### config.mk
export PLATFORM = sky130hd
export DESIGN_NAME = prefetch_queue
export DESIGN_NICKNAME = d
export VERILOG_FILES = /design/src/rtl/pfq_pkg.sv /design/src/rtl/pfq_fetch_ptr.sv /design/src/rtl/pfq_slots.sv /design/src/rtl/prefetch_queue.sv
export SDC_FILE = /design/constraint.sdc
export NUM_CORES = 1
export LEC_CHECK = 0
export BUFFER_PORTS_ARGS = -buffer_cell sky130_fd_sc_hd__buf_4
export CAP_MARGIN = 20
export CORE_ASPECT_RATIO = 1.5
export CORE_MARGIN = 5
export CORE_UTILIZATION = 45
export DETAILED_ROUTE_END_ITERATION = 16
export PLACE_DENSITY_LB_ADDON = 0.1
export SYNTH_ARGS = -nofsm -noshare
export SYNTH_HDL_FRONTEND = slang
export SYNTH_SLANG_ARGS = --single-unit
### constraint.sdc
create_clock -name clk -period 1.6 [get_ports clk]
set_input_delay 0.08 -clock clk [delete_from_list [all_inputs] [get_ports clk]]
set_output_delay 0.08 -clock clk [all_outputs]
set_load 0.005 [all_outputs]
### src/rtl/pfq_pkg.sv
`timescale 1ns/1ps
package pfq_pkg;
    localparam int WORD_W     = 16;
    localparam int QDEPTH     = 2;
    localparam int WORD_BYTES = WORD_W / 8;
    localparam int LVL_W      = $clog2(QDEPTH + 1);

    typedef logic [WORD_W-1:0] word_t;

    typedef struct packed {
        logic  valid;
        word_t data;
    } slot_t;

    localparam slot_t EMPTY_SLOT = '{valid: 1'b0, data: '0};

    function automatic logic [LVL_W-1:0] count_valid(input slot_t s [QDEPTH]);
        logic [LVL_W-1:0] n;
        n = '0;
        for (int i = 0; i < QDEPTH; i++) n = n + LVL_W'(s[i].valid);
        return n;
    endfunction
endpackage

### src/rtl/pfq_fetch_ptr.sv
`timescale 1ns/1ps
module pfq_fetch_ptr
    import pfq_pkg::*;
#(
    parameter int AW = 16,
    parameter logic [AW-1:0] RESET_ADDR = 16'h0100
) (
    input  logic          clk,
    input  logic          rst,
    input  logic          load,
    input  logic [AW-1:0] target,
    input  logic          advance,
    output logic [AW-1:0] ptr
);
    localparam logic [AW-1:0] STEP = AW'(WORD_BYTES);

    always_ff @(posedge clk) begin
        if (rst)          ptr <= RESET_ADDR;
        else if (load)    ptr <= target;
        else if (advance) ptr <= ptr + STEP;
    end
endmodule

### src/rtl/pfq_slots.sv
`timescale 1ns/1ps
module pfq_slots
    import pfq_pkg::*;
(
    input  logic             clk,
    input  logic             rst,
    input  logic             flush,
    input  logic             pop,
    input  logic             fill,
    input  word_t            fill_data,
    output word_t            head,
    output word_t            second,
    output logic [LVL_W-1:0] level
);
    slot_t slot_q [QDEPTH];
    slot_t slot_d [QDEPTH];

    always_comb begin
        for (int i = 0; i < QDEPTH; i++) begin
            int up;
            int dn;
            logic prev_full;
            up = (i + 1 < QDEPTH) ? i + 1 : i;
            dn = (i > 0) ? i - 1 : 0;
            prev_full = (i == 0) ? 1'b1 : slot_q[dn].valid;
            slot_d[i] = slot_q[i];
            if (flush) begin
                slot_d[i].valid = 1'b0;
            end else if (pop) begin
                slot_d[i] = (i + 1 < QDEPTH) ? slot_q[up] : EMPTY_SLOT;
            end else if (fill && !slot_q[i].valid && prev_full) begin
                slot_d[i].valid = 1'b1;
                slot_d[i].data  = fill_data;
            end
        end
    end

    always_ff @(posedge clk) begin
        for (int i = 0; i < QDEPTH; i++) begin
            if (rst) slot_q[i] <= EMPTY_SLOT;
            else     slot_q[i] <= slot_d[i];
        end
    end

    assign head   = slot_q[0].data;
    assign second = slot_q[1].data;
    assign level  = count_valid(slot_q);
endmodule

### src/rtl/prefetch_queue.sv
`timescale 1ns/1ps
module prefetch_queue
    import pfq_pkg::*;
#(
    parameter int AW = 16,
    parameter logic [AW-1:0] RESET_ADDR = 16'h0100
) (
    input  logic              clk,
    input  logic              rst,
    output logic              mem_req,
    output logic [AW-1:0]     mem_addr,
    input  logic              mem_ack,
    input  logic [WORD_W-1:0] mem_rdata,
    input  logic              take,
    input  logic              redirect,
    input  logic [AW-1:0]     redirect_addr,
    output logic              ready,
    output logic [WORD_W-1:0] ir_word,
    output logic [WORD_W-1:0] ext_word
);
    logic [LVL_W-1:0] level;
    logic accept;
    logic pop;

    // the redirect wins over a completing fetch and over a consume
    assign mem_req = (level < LVL_W'(QDEPTH));
    assign ready   = (level == LVL_W'(QDEPTH));
    assign accept  = mem_req && mem_ack && !redirect;
    assign pop     = take && ready && !redirect;

    pfq_fetch_ptr #(.AW(AW), .RESET_ADDR(RESET_ADDR)) u_ptr (
        .clk     (clk),
        .rst     (rst),
        .load    (redirect),
        .target  (redirect_addr),
        .advance (accept),
        .ptr     (mem_addr)
    );

    pfq_slots u_slots (
        .clk       (clk),
        .rst       (rst),
        .flush     (redirect),
        .pop       (pop),
        .fill      (accept),
        .fill_data (mem_rdata),
        .head      (ir_word),
        .second    (ext_word),
        .level     (level)
    );
endmodule

# After elaboration in Yosys (flattened, before gate mapping)
# Index checks and enable logic that the tools add are counted.
[word_totals]
output_inout_bits = 50
wordCells = 33
reg_bits = 50
[op_classes]
bitwise_logic = 1
n_eq_ne = 1
addsub = 2
n_lt_le_gt_ge = 1
reduce_logical = 17
muxes = 6
[op_table]
columns = ["op", "n"]
rows = [
  ["16-bit 2-to-1 mux", 4],
  ["17-bit 2-to-1 mux", 2],
  ["16-bit by 2-bit adder with 16-bit output (second input constant)", 1],
  ["1-bit logical AND", 7],
  ["2-bit nonzero test", 3],
  ["2-bit AND reduction", 2],
  ["1-bit zero test", 3],
  ["3-bit OR reduction", 1],
  ["1-bit by 1-bit adder with 2-bit output", 1],
  ["2-bit equality test (second input constant)", 1],
  ["2-bit < comparator (second input constant)", 1],
  ["2-bit OR reduction", 1],
  ["1-bit inverter", 1],
]

# Depth between registers and ports, before layout
# Gate-level depths: netlist (run 1).
[depth]
depth_word = 8
mapped_depth = 7

# Cells and area by module
# A second synthesis (run 1) with hierarchy kept.
[hier_totals]
hier_cells = 285
area_unflattened_um2 = 2758.9
[by_module_without_submodules]
columns = ["mod", "cells_each", "area_each_um2", "instances"]
rows = [
  ["pfq_slots", 169, 1798.0, 1],
  ["pfq_fetch_ptr", 112, 930.9, 1],
  ["prefetch_queue", 4, 30.0, 1],
]

# Least setup slack after synthesis (run 1)
# No wires, ideal clock.
[synth_timing]
kind = "reg2reg"
startpoint = "register u_ptr.ptr[3]"
endpoint = "register u_ptr.ptr[14]"
synth_period_minus_slack_ps = 1699
stages_incl_launch_ff = 5
setup_slack_ps = -99
t_required_ps = 1480
arrival_time_ps = 1580
path_cell_list = "dfxtp_1 nand4_1 or3_4 o31a_1 o31a_1"
[synth_via]
elab_chain_cells = 3
[synth_rtl]
columns = ["item", "line_no", "source"]
rows = [
  ["from (decl)", "pfq_fetch_ptr.sv:13", "output logic [AW-1:0] ptr"],
  ["from (signal assigned)", "pfq_fetch_ptr.sv:19", "else if (load) ptr <= target;"],
  ["from (signal assigned)", "pfq_fetch_ptr.sv:20", "else if (advance) ptr <= ptr + STEP;"],
  ["16-bit by 2-bit adder with 16-bit output", "pfq_fetch_ptr.sv:20", ""],
  ["16-bit 2-to-1 mux", "pfq_fetch_ptr.sv:20", ""],
  ["16-bit 2-to-1 mux", "pfq_fetch_ptr.sv:19", ""],
]
# Every way passes these cells. The select of a mux whose other input is x is not followed.
# A chain may end at the register's enable or synchronous reset.

# Worst setup path in the final report (run 1)
[layout_timing]
startpoint = "register u_slots.slot_q[33] (netlist name)"
endpoint = "register u_ptr.ptr[15]"
[layout_via]
elab_chain_cells = 5
[layout_rtl]
columns = ["item", "line_no", "source"]
rows = [
  ["from (decl)", "pfq_slots.sv:15", "slot_t slot_q [QDEPTH];"],
  ["from (signal, indexed assignment)", "pfq_slots.sv:41", "else slot_q[i] <= slot_d[i];"],
  ["1-bit by 1-bit adder with 2-bit output", "pfq_pkg.sv:20", "for (int i = 0; i < QDEPTH; i++) n = n + LVL_W'(s[i].valid);"],
  ["2-bit < comparator", "prefetch_queue.sv:26", "assign mem_req = (level < LVL_W'(QDEPTH));"],
  ["1-bit logical AND (2 in a row)", "prefetch_queue.sv:28", "assign accept = mem_req && mem_ack && !redirect;"],
  ["2-bit nonzero test (no source line)", "-", ""],
]
# Every way passes these cells.

==> flow_summary.yaml, run 1 <==
power_and_ir_drop:
  pwr-share-comb_pct: 17.4
  power_frac_clock_pct: 28.1
  pwr-share-seq_pct: 54.5
  p_int_uw: 1850
  power_per_cell_area_nw_per_um2: 742
  finalPower_uw: 2470
  ir_drop_mv: 0.533
  swShare_pct: 25.1
  p_sw_uw: 620
  p_leak_uw: 0.00149
sta:
  grt_setup_unrepaired: "yes"
  worst_hold_slack_ps: 23.6
  slew-limit-headroom_pct: 78.0
  setup_viol: 0
  finClkSkew_ps: 7.46
  fmax_mhz: 642
  timing.final.crit_share_pct: 97.4
  slew_violations: 0
  tightest_slew_ps: 327
  fin_crit_ps: 1560
  hold_violations: 0
  setup-tns-final_ps: 0
drt:
  vias: 2185
  wl_per_cell_um: 14.0
  dr.pass1.iters: 4
  drt_iter0_drc: 65
  wl_um: 6200
  postRouteAntennaNets: 0
  viasPerCell: 4.94
  drc: 0
global_route:
  grt_pass1_wl_um: 10000
  antenna_found_initial: 0
  grt_pass1_vias: 2168
  grt_use_total_pct: 17.4
  overflow: 0
  grt_max_degree: 25
clock_tree:
  cts.clk_slew.worst_paths_ps: 90
  htreeDepth: 2
  cts_root_buf: "clkbuf_8"
  numCtsBuffers: 5
  clock-sinks: 50
  clk_latency_ps: 300
  clockBufferDepth: 2
  cts_tree: "built"
cells_and_area:
  antenna_cells: 0
  nets: 410
  design_area_um2: 3330
  fill_cells: 536
  utilization_pct: 61.1
  area_growth_pct: 33.1
  final_common_cell: "buf_4"
  layout-drive-gt1-share_pct: 38.4
  most-common-layout-cells: "buf_4 (116), dfxtp_1 (43), nand2_1 (39), a21oi_1 (27), nor2_1 (21)"
worst_setup_path:
  reg2regPathDepth: 4
  path_cells: "a21bo_4 -> or3_4 -> o31a_1 -> o31a_1"
  r2r-end: "u_ptr.ptr[15]"
  worstSetupPathType: "flip-flop to flip-flop"
  endpoint_kind: "flip-flop"
  cp_max_fo: 5
  worstSetupStartpoint: "u_slots.slot_q[33]"
  crit_path_start_kind: "flip-flop"
  crit_arrival_ps: 1750
  cpPeakStageDelay_ps: 390
  slowest_stage: "or3_4"
  r2r_slack_ps: 40
  cp_common_cell: "o31a_1"
  endpoint: "u_ptr.ptr[15]"
  r2r-start: "u_slots.slot_q[33]"
  crit_required_ps: 1790
die:
  start_util_pct: 45.9
  ioPinCount: 87
  core_um2: 5450
  rows: 33
  die_w_um: 70.9
  fp.dieH_um: 101
  die-area_um2: 7190
logic_synthesis:
  async_reset_ff_share_pct: 0
  synth_seq_cells: 50
  synth_fp_nets: 337
  ys_types: 33
  syn_inst: 299
  synthFlopType: "dfxtp_1"
  ys_seq_area_share_pct: 40.0
  syn_avg_cell_area_um2: 8.37
  synth_edf_count: 0
  yosys_warnings: 0
  synth_area_um2: 2500
flow_run:
  drv_cap: 0
run_status:
  status: "completed"
place:
  io_buffers: 86
  dpl_cell_area_um2: 3150
  dpl.hpwl_um: 4700
  place.gp.congestion: 0.801
worst_hold_path:
  hp-class: "input pin to flip-flop"
[synth_stat cells, drive strengths merged (2+ instances only)]
library cell | instances | area share, %
inv | 14 | 2.1
nand3b | 2 | 0.60
o31a | 4 | 1.4
nor3b | 2 | 0.60
xor2 | 5 | 1.7
nand3 | 4 | 0.80
nor3 | 4 | 0.80
nand2 | 39 | 5.8
dfxtp | 50 | 40
xnor2 | 5 | 1.7
buf | 37 | 11
clkbuf | 14 | 2.1
a211oi | 18 | 5.4
nor2 | 21 | 3.1
nor4 | 8 | 2.0
mux2i | 19 | 7.6
or3 | 2 | 0.70
nand4 | 5 | 1.2
a21oi | 27 | 5.4
o21a | 9 | 2.7
nor2b | 2 | 0.50
[through the flow]
stage	setup slack [ps]	instances
after detailed placement	7.79	430
after global routing	-18.2	442
after global placement	42.5	430
after CTS	9.64	438
final	41.4	442
after floorplan	5.14	299
[timing repair]
item | 4_1_cts | 5_1_grt
pin swaps | 0 | 4
setup endpoints to repair | 1 | 7
hold buffers | 0 | 0
gates resized for setup | 0 | 12
setup buffers | 1 | 4
[worst max-delay path: cells and delay by family (launching register included)]
| family | cells | cell delay, ps |
|---|---|---|
| flops | 1 | 370 |
| simple gates | 1 | 390 |
| compound gates | 3 | 690 |
[cell families (layout without fill, tap and decap cells)]
logic type                 count (synthesis)  count (layout)  synth area share (%)
muxes                                     20              20                  8.05
xor gates and xnor gates                  10              10                  3.50
AOI/OAI and AO/OA                         61              61                  15.9
DFF                                       50              50                  40.0
and+or+nand+nor                           92              92                  17.0
adders and majority gates                  1               1                 0.500
buffers and inverters                     65             138                  15.0
[worst min-delay path by stage]
stage | start | end | slack, ps | cells after the start
final | redirect_addr[0] | u_ptr.ptr[0] | 20 | 3
after global placement | redirect_addr[0] | u_ptr.ptr[0] | 320 | 3
after detailed placement | redirect_addr[0] | u_ptr.ptr[0] | 330 | 3
after floorplan | mem_rdata[0] | u_slots.second[0] | 220 | 2
after CTS | redirect_addr[0] | u_ptr.ptr[0] | 20 | 3
after global routing | mem_rdata[8] | u_slots.second[8] | 10 | 3
[sequential cells by signal (all words and copies together) (netlist names)]
name,flops
u_ptr.ptr,16
u_slots.head,16
u_slots.second,16
u_slots.slot_q,2
[cell type report]
cell class	count	area, µm²	share of cell area, %
clock inverters	2	13.8	0.413
inverters	14	52.6	1.58
flip-flops and latches	50	1010	30.5
clock buffers	5	68.8	2.07
multi-input cells	184	1200	36.1
well taps	70	87.6	2.63
repair buffers	117	891	26.7
[power by group through the flow]
stage               logic, µW  registers [µW]  clock network [µW]
finish                    430            1350                 695
global route              472            1350                 777
CTS                       422            1350                 727
detailed placement        417            1380                   0
global placement          412            1370                   0
floorplan                 210            1380                   0
[metal layers]
layer	vias up	track usage, %	wire length (µm)
met2	52	32.3	3300
li1	1130	-	-
met5	-	0	0
met3	6	3.87	336
met4	0	6.66	82
met1	997	19.0	2480
(Power assumes the default switching activity.)
==> run 2, diff against run 1 <==
- CELL_PAD_IN_SITES_DETAIL_PLACEMENT: not set -> 0
- CELL_PAD_IN_SITES_GLOBAL_PLACEMENT: not set -> 2
- CORE_UTILIZATION: 45 -> 25
- RECOVER_POWER: not set -> 50
- REMOVE_ABC_BUFFERS: not set -> 1
==> flow_summary.yaml, run 2 (synthesis results as in run 1) <==
run_status:
  status: "completed"
cells_and_area:
  nets: 409
  most-common-layout-cells: "buf_4 (72), dfxtp_1 (47), nand2_1 (39), clkbuf_4 (33), a21oi_1 (27)"
  final_common_cell: "buf_4"
  antenna_cells: 0
  area_growth_pct: 34.1
  design_area_um2: 3360
  layout-drive-gt1-share_pct: 33.4
drt:
  drc: 0
  viasPerCell: 4.55
  drt_iter0_drc: 58
  vias: 2212
  wl_um: 7280
  wl_per_cell_um: 15.0
  dr.pass1.iters: 4
  postRouteAntennaNets: 0
worst_hold_path:
  hp-class: "input pin to flip-flop"
  min-delay-start: "redirect_addr[0]"
place:
  dpl_cell_area_um2: 3200
  place.gp.congestion: 0.733
  dpl.hpwl_um: 5430
  io_buffers: 86
worst_setup_path:
  crit_arrival_ps: 1760
  crit_required_ps: 1780
  cp_max_fo: 4
  cp_common_cell: "o31a_1"
  cpPeakStageDelay_ps: 420
  r2r-start: "u_slots.slot_q[16]"
  path_cells: "a21bo_1 -> or3_1 -> o31a_1 -> o31a_1"
  endpoint_kind: "flip-flop"
  crit_path_start_kind: "flip-flop"
  worstSetupPathType: "flip-flop to flip-flop"
  slowest_stage: "or3_1"
  worstSetupStartpoint: "u_slots.slot_q[16]"
power_and_ir_drop:
  ir_drop_mv: 0.372
  p_int_uw: 2100
  pwr-share-comb_pct: 14.7
  p_sw_uw: 676
  finalPower_uw: 2780
  pwr-share-seq_pct: 48.4
  swShare_pct: 24.3
  power_frac_clock_pct: 36.9
  power_per_cell_area_nw_per_um2: 828
  p_leak_uw: 0.00144
sta:
  fin_crit_ps: 1590
  tightest_slew_ps: 351
  hold_violations: 0
  timing.final.crit_share_pct: 99.2
  slew-limit-headroom_pct: 76.6
  fmax_mhz: 630
  setup_viol: 0
  slew_violations: 0
  grt_setup_unrepaired: "yes"
  finClkSkew_ps: 8.34
  setup-tns-final_ps: 0
clock_tree:
  cts_tree: "built"
  holdBufCountCts: 0
  cts.clk_slew.worst_paths_ps: 60
  numCtsBuffers: 5
  clk_latency_ps: 290
  cts_root_buf: "clkbuf_16"
  clockBufferDepth: 2
  clock-sinks: 50
  htreeDepth: 2
global_route:
  overflow: 0
  grt_pass1_vias: 2321
  grt_pass1_wl_um: 11900
  antenna_found_initial: 0
  grt_max_degree: 27
  grt_use_total_pct: 12.2
flow_run:
  drv_cap: 0
die:
  start_util_pct: 25.7
  die_w_um: 91.7
  rows: 44
  fp.dieH_um: 133
  core_um2: 9740
  die-area_um2: 12200
  ioPinCount: 87
[run 2: changes by cell type in the layout (fill, tap and decap cells not counted), sizes merged]
cell    change
clkbuf     +42
buf        -42
inv         -1
[run 2: metal layers]
layer  track usage [%]  share of wire (%)  wire (µm)
met5                 0                  0          0
met4              3.97               0.96         70
met3              3.30                5.5        403
met2              22.0                 51       3720
met1              13.9                 42       3090
[run 2: through the flow]
step | setup WS, ps | hold slack [ps] | cells | utilization (%)
6_report | 13.2 | 26.6 | 486 | 34.5
5_1_grt | -85.0 | 41.9 | 486 | 34.5
3_3_place_gp | -39.2 | 317 | 478 | 32.9
2_1_floorplan | -1040 | 152 | 248 | -
4_1_cts | -25.1 | 15.6 | 486 | 34.4
3_5_place_dp | -45.5 | 325 | 478 | 32.9
[run 2: power groups by stage]
stage	sequential (µW)	combinational, µW	clock (µW)
6_report	1340	409	1030
5_1_grt	1350	456	1130
4_1_cts	1340	431	1080
3_5_place_dp	1370	429	0
3_3_place_gp	1370	428	0
2_1_floorplan	1380	142	0
[run 2: final timing paths]
check	end	slack (ps)	cells past startpoint
hold / removal	u_ptr.ptr[0]	30	3
hold reg to reg	u_slots.second[6]	480	2
setup reg to reg	u_ptr.ptr[15]	10	4
setup / recovery	u_ptr.ptr[15]	10	4
[run 2: what timing repair did]
action,in CTS,in global routing
setup endpoints to repair,4,7
gates resized for setup,2,8
setup buffers,1,0
pin swaps,2,1
[run 2: worst max-delay path: cells and delay by family (launching register included)]
family | cells | cell delay (ps)
AOI/OAI and AO/OA | 3 | 740
and+or+nand+nor | 1 | 420
DFF | 1 | 310
[run 2: area by class of cell]
cell class | instances | area, µm²
Inverter | 14 | 52.6
Clock buffer | 6 | 129
Fill cell | 1051 | 6390
Multi-Input combinational cell | 184 | 1170
Sequential cell | 50 | 1000
Tap cell | 115 | 144
Timing Repair Buffer | 116 | 853
Clock inverter | 1 | 7.51
==> run 3, diff against run 2 <==
- PLACE_DENSITY: not set -> 0.74
- PLACE_DENSITY_LB_ADDON: 0.1 -> not set
==> flow_summary.yaml, run 3 (synthesis results as in run 1) <==
sta:
  tightest_slew_ps: 384
  timing.final.crit_share_pct: 99.7
  finClkSkew_ps: 6.09
  slew_violations: 0
  slew-limit-headroom_pct: 74.4
  hold_violations: 0
  fin_crit_ps: 1600
  fmax_mhz: 627
  worst_hold_slack_ps: 29.4
  setup_viol: 0
  grt_setup_unrepaired: "yes"
cells_and_area:
  most-common-layout-cells: "buf_4 (83), dfxtp_1 (44), nand2_1 (39), clkbuf_4 (30), a21oi_1 (27)"
  antenna_cells: 0
  multiInputGateArea_um2: 1200
  fill_cells: 1029
  utilization_pct: 35.3
  layout-drive-gt1-share_pct: 37.2
  final_common_cell: "buf_4"
  seq_area_um2: 1010
  nets: 413
  area_growth_pct: 37.4
clock_tree:
  holdBufCountCts: 0
  clockBufferDepth: 2
  clock-sinks: 50
  cts_tree: "built"
  cts_root_buf: "clkbuf_16"
  cts.clk_slew.worst_paths_ps: 70
  numCtsBuffers: 5
  clk_latency_ps: 290
  htreeDepth: 2
die:
  die-area_um2: 12200
  rows: 44
  ioPinCount: 87
  core_um2: 9740
  start_util_pct: 25.7
  fp.dieH_um: 133
  die_w_um: 91.7
global_route:
  overflow: 0
  grt_pass1_vias: 2233
  grt_use_met2_pct: 20.5
  antenna_found_initial: 0
  busiest_layer: "met2"
  grt_use_total_pct: 12.1
  grt_pass1_wl_um: 11800
  grtUsageMet1_pct: 13.9
  grt_max_degree: 24
  use_met3_pct: 4.15
worst_setup_path:
  worstSetupPathType: "flip-flop to flip-flop"
  crit_path_start_kind: "flip-flop"
  crit_required_ps: 1780
  crit_arrival_ps: 1780
  endpoint_kind: "flip-flop"
  cp_max_fo: 4
drt:
  drc: 0
  drt_iter0_drc: 113
  postRouteAntennaNets: 0
  wl_per_cell_um: 15.0
  viasPerCell: 4.66
  wl_um: 7350
  dr.pass1.iters: 4
  vias: 2287
worst_hold_path:
  hp-class: "input pin to flip-flop"
place:
  dpl.hpwl_um: 5620
  io_buffers: 86
  place.gp.congestion: 0.804
run_status:
  status: "completed"
power_and_ir_drop:
  power_per_cell_area_nw_per_um2: 829
  ir_drop_mv: 0.401
  p_leak_uw: 0.00150
flow_run:
  drv_cap: 0
## run 3: layout make-up
cell class	instances	share of cell area, %
Clock buffer	7	4.15
Inverter	14	1.53
Sequential cell	50	29.3
Multi-Input combinational cell	184	35.0
Clock inverter	1	0.146
Timing Repair Buffer	120	25.6
Tap cell	115	4.18
## run 3: metal layers
metal	wire, µm	vias to the layer above
li1	-	1146
met1	3080	1058
met2	3640	71
met3	458	12
met4	168	0
met5	0	-
## run 3: path summary, 6_finish.rpt
kind                      from  slack [ps]  cells after the start                 to
max               u_ptr.ptr[5]           4                      4      u_ptr.ptr[14]
min           redirect_addr[0]          30                      3       u_ptr.ptr[0]
max reg2reg       u_ptr.ptr[5]           4                      4      u_ptr.ptr[14]
min reg2reg  u_slots.second[0]         470                      2  u_slots.second[0]
## run 3: critical path, cell delays in order (launching register included)
cell and delay (ps):
dfxtp_2 320, nand4_1 230, or3_4 410, o31a_1 290, o31a_1 230
## run 3: timing repair
item | in CTS | in global routing
setup endpoints to repair | 4 | 8
resized for setup | 7 | 12
gates cloned | 0 | 0
setup buffers | 0 | 1
pin swaps | 2 | 8
## run 3: per-stage QoR
stage | setup TNS (ps) | setup slack [ps] | instances | cell area [µm²] | power [µW]
final | 0 | 4.36 | 491 | 3440 | 2850
after global routing | -143 | -56.4 | 491 | 3440 | 3000
after CTS | 0 | 0.693 | 490 | 3400 | 2900
after detailed placement | -133 | -52.8 | 482 | 3220 | 1800
after global placement | -11.4 | -11.4 | 482 | 3220 | 1800
after floorplan | -22460 | -1040 | 248 | 2180 | 1520
## run 3: power breakdown
group	internal, µW	switching, µW	total [µW]
registers	1300	46.2	1350
clock network	621	460	1080
logic	238	184	422
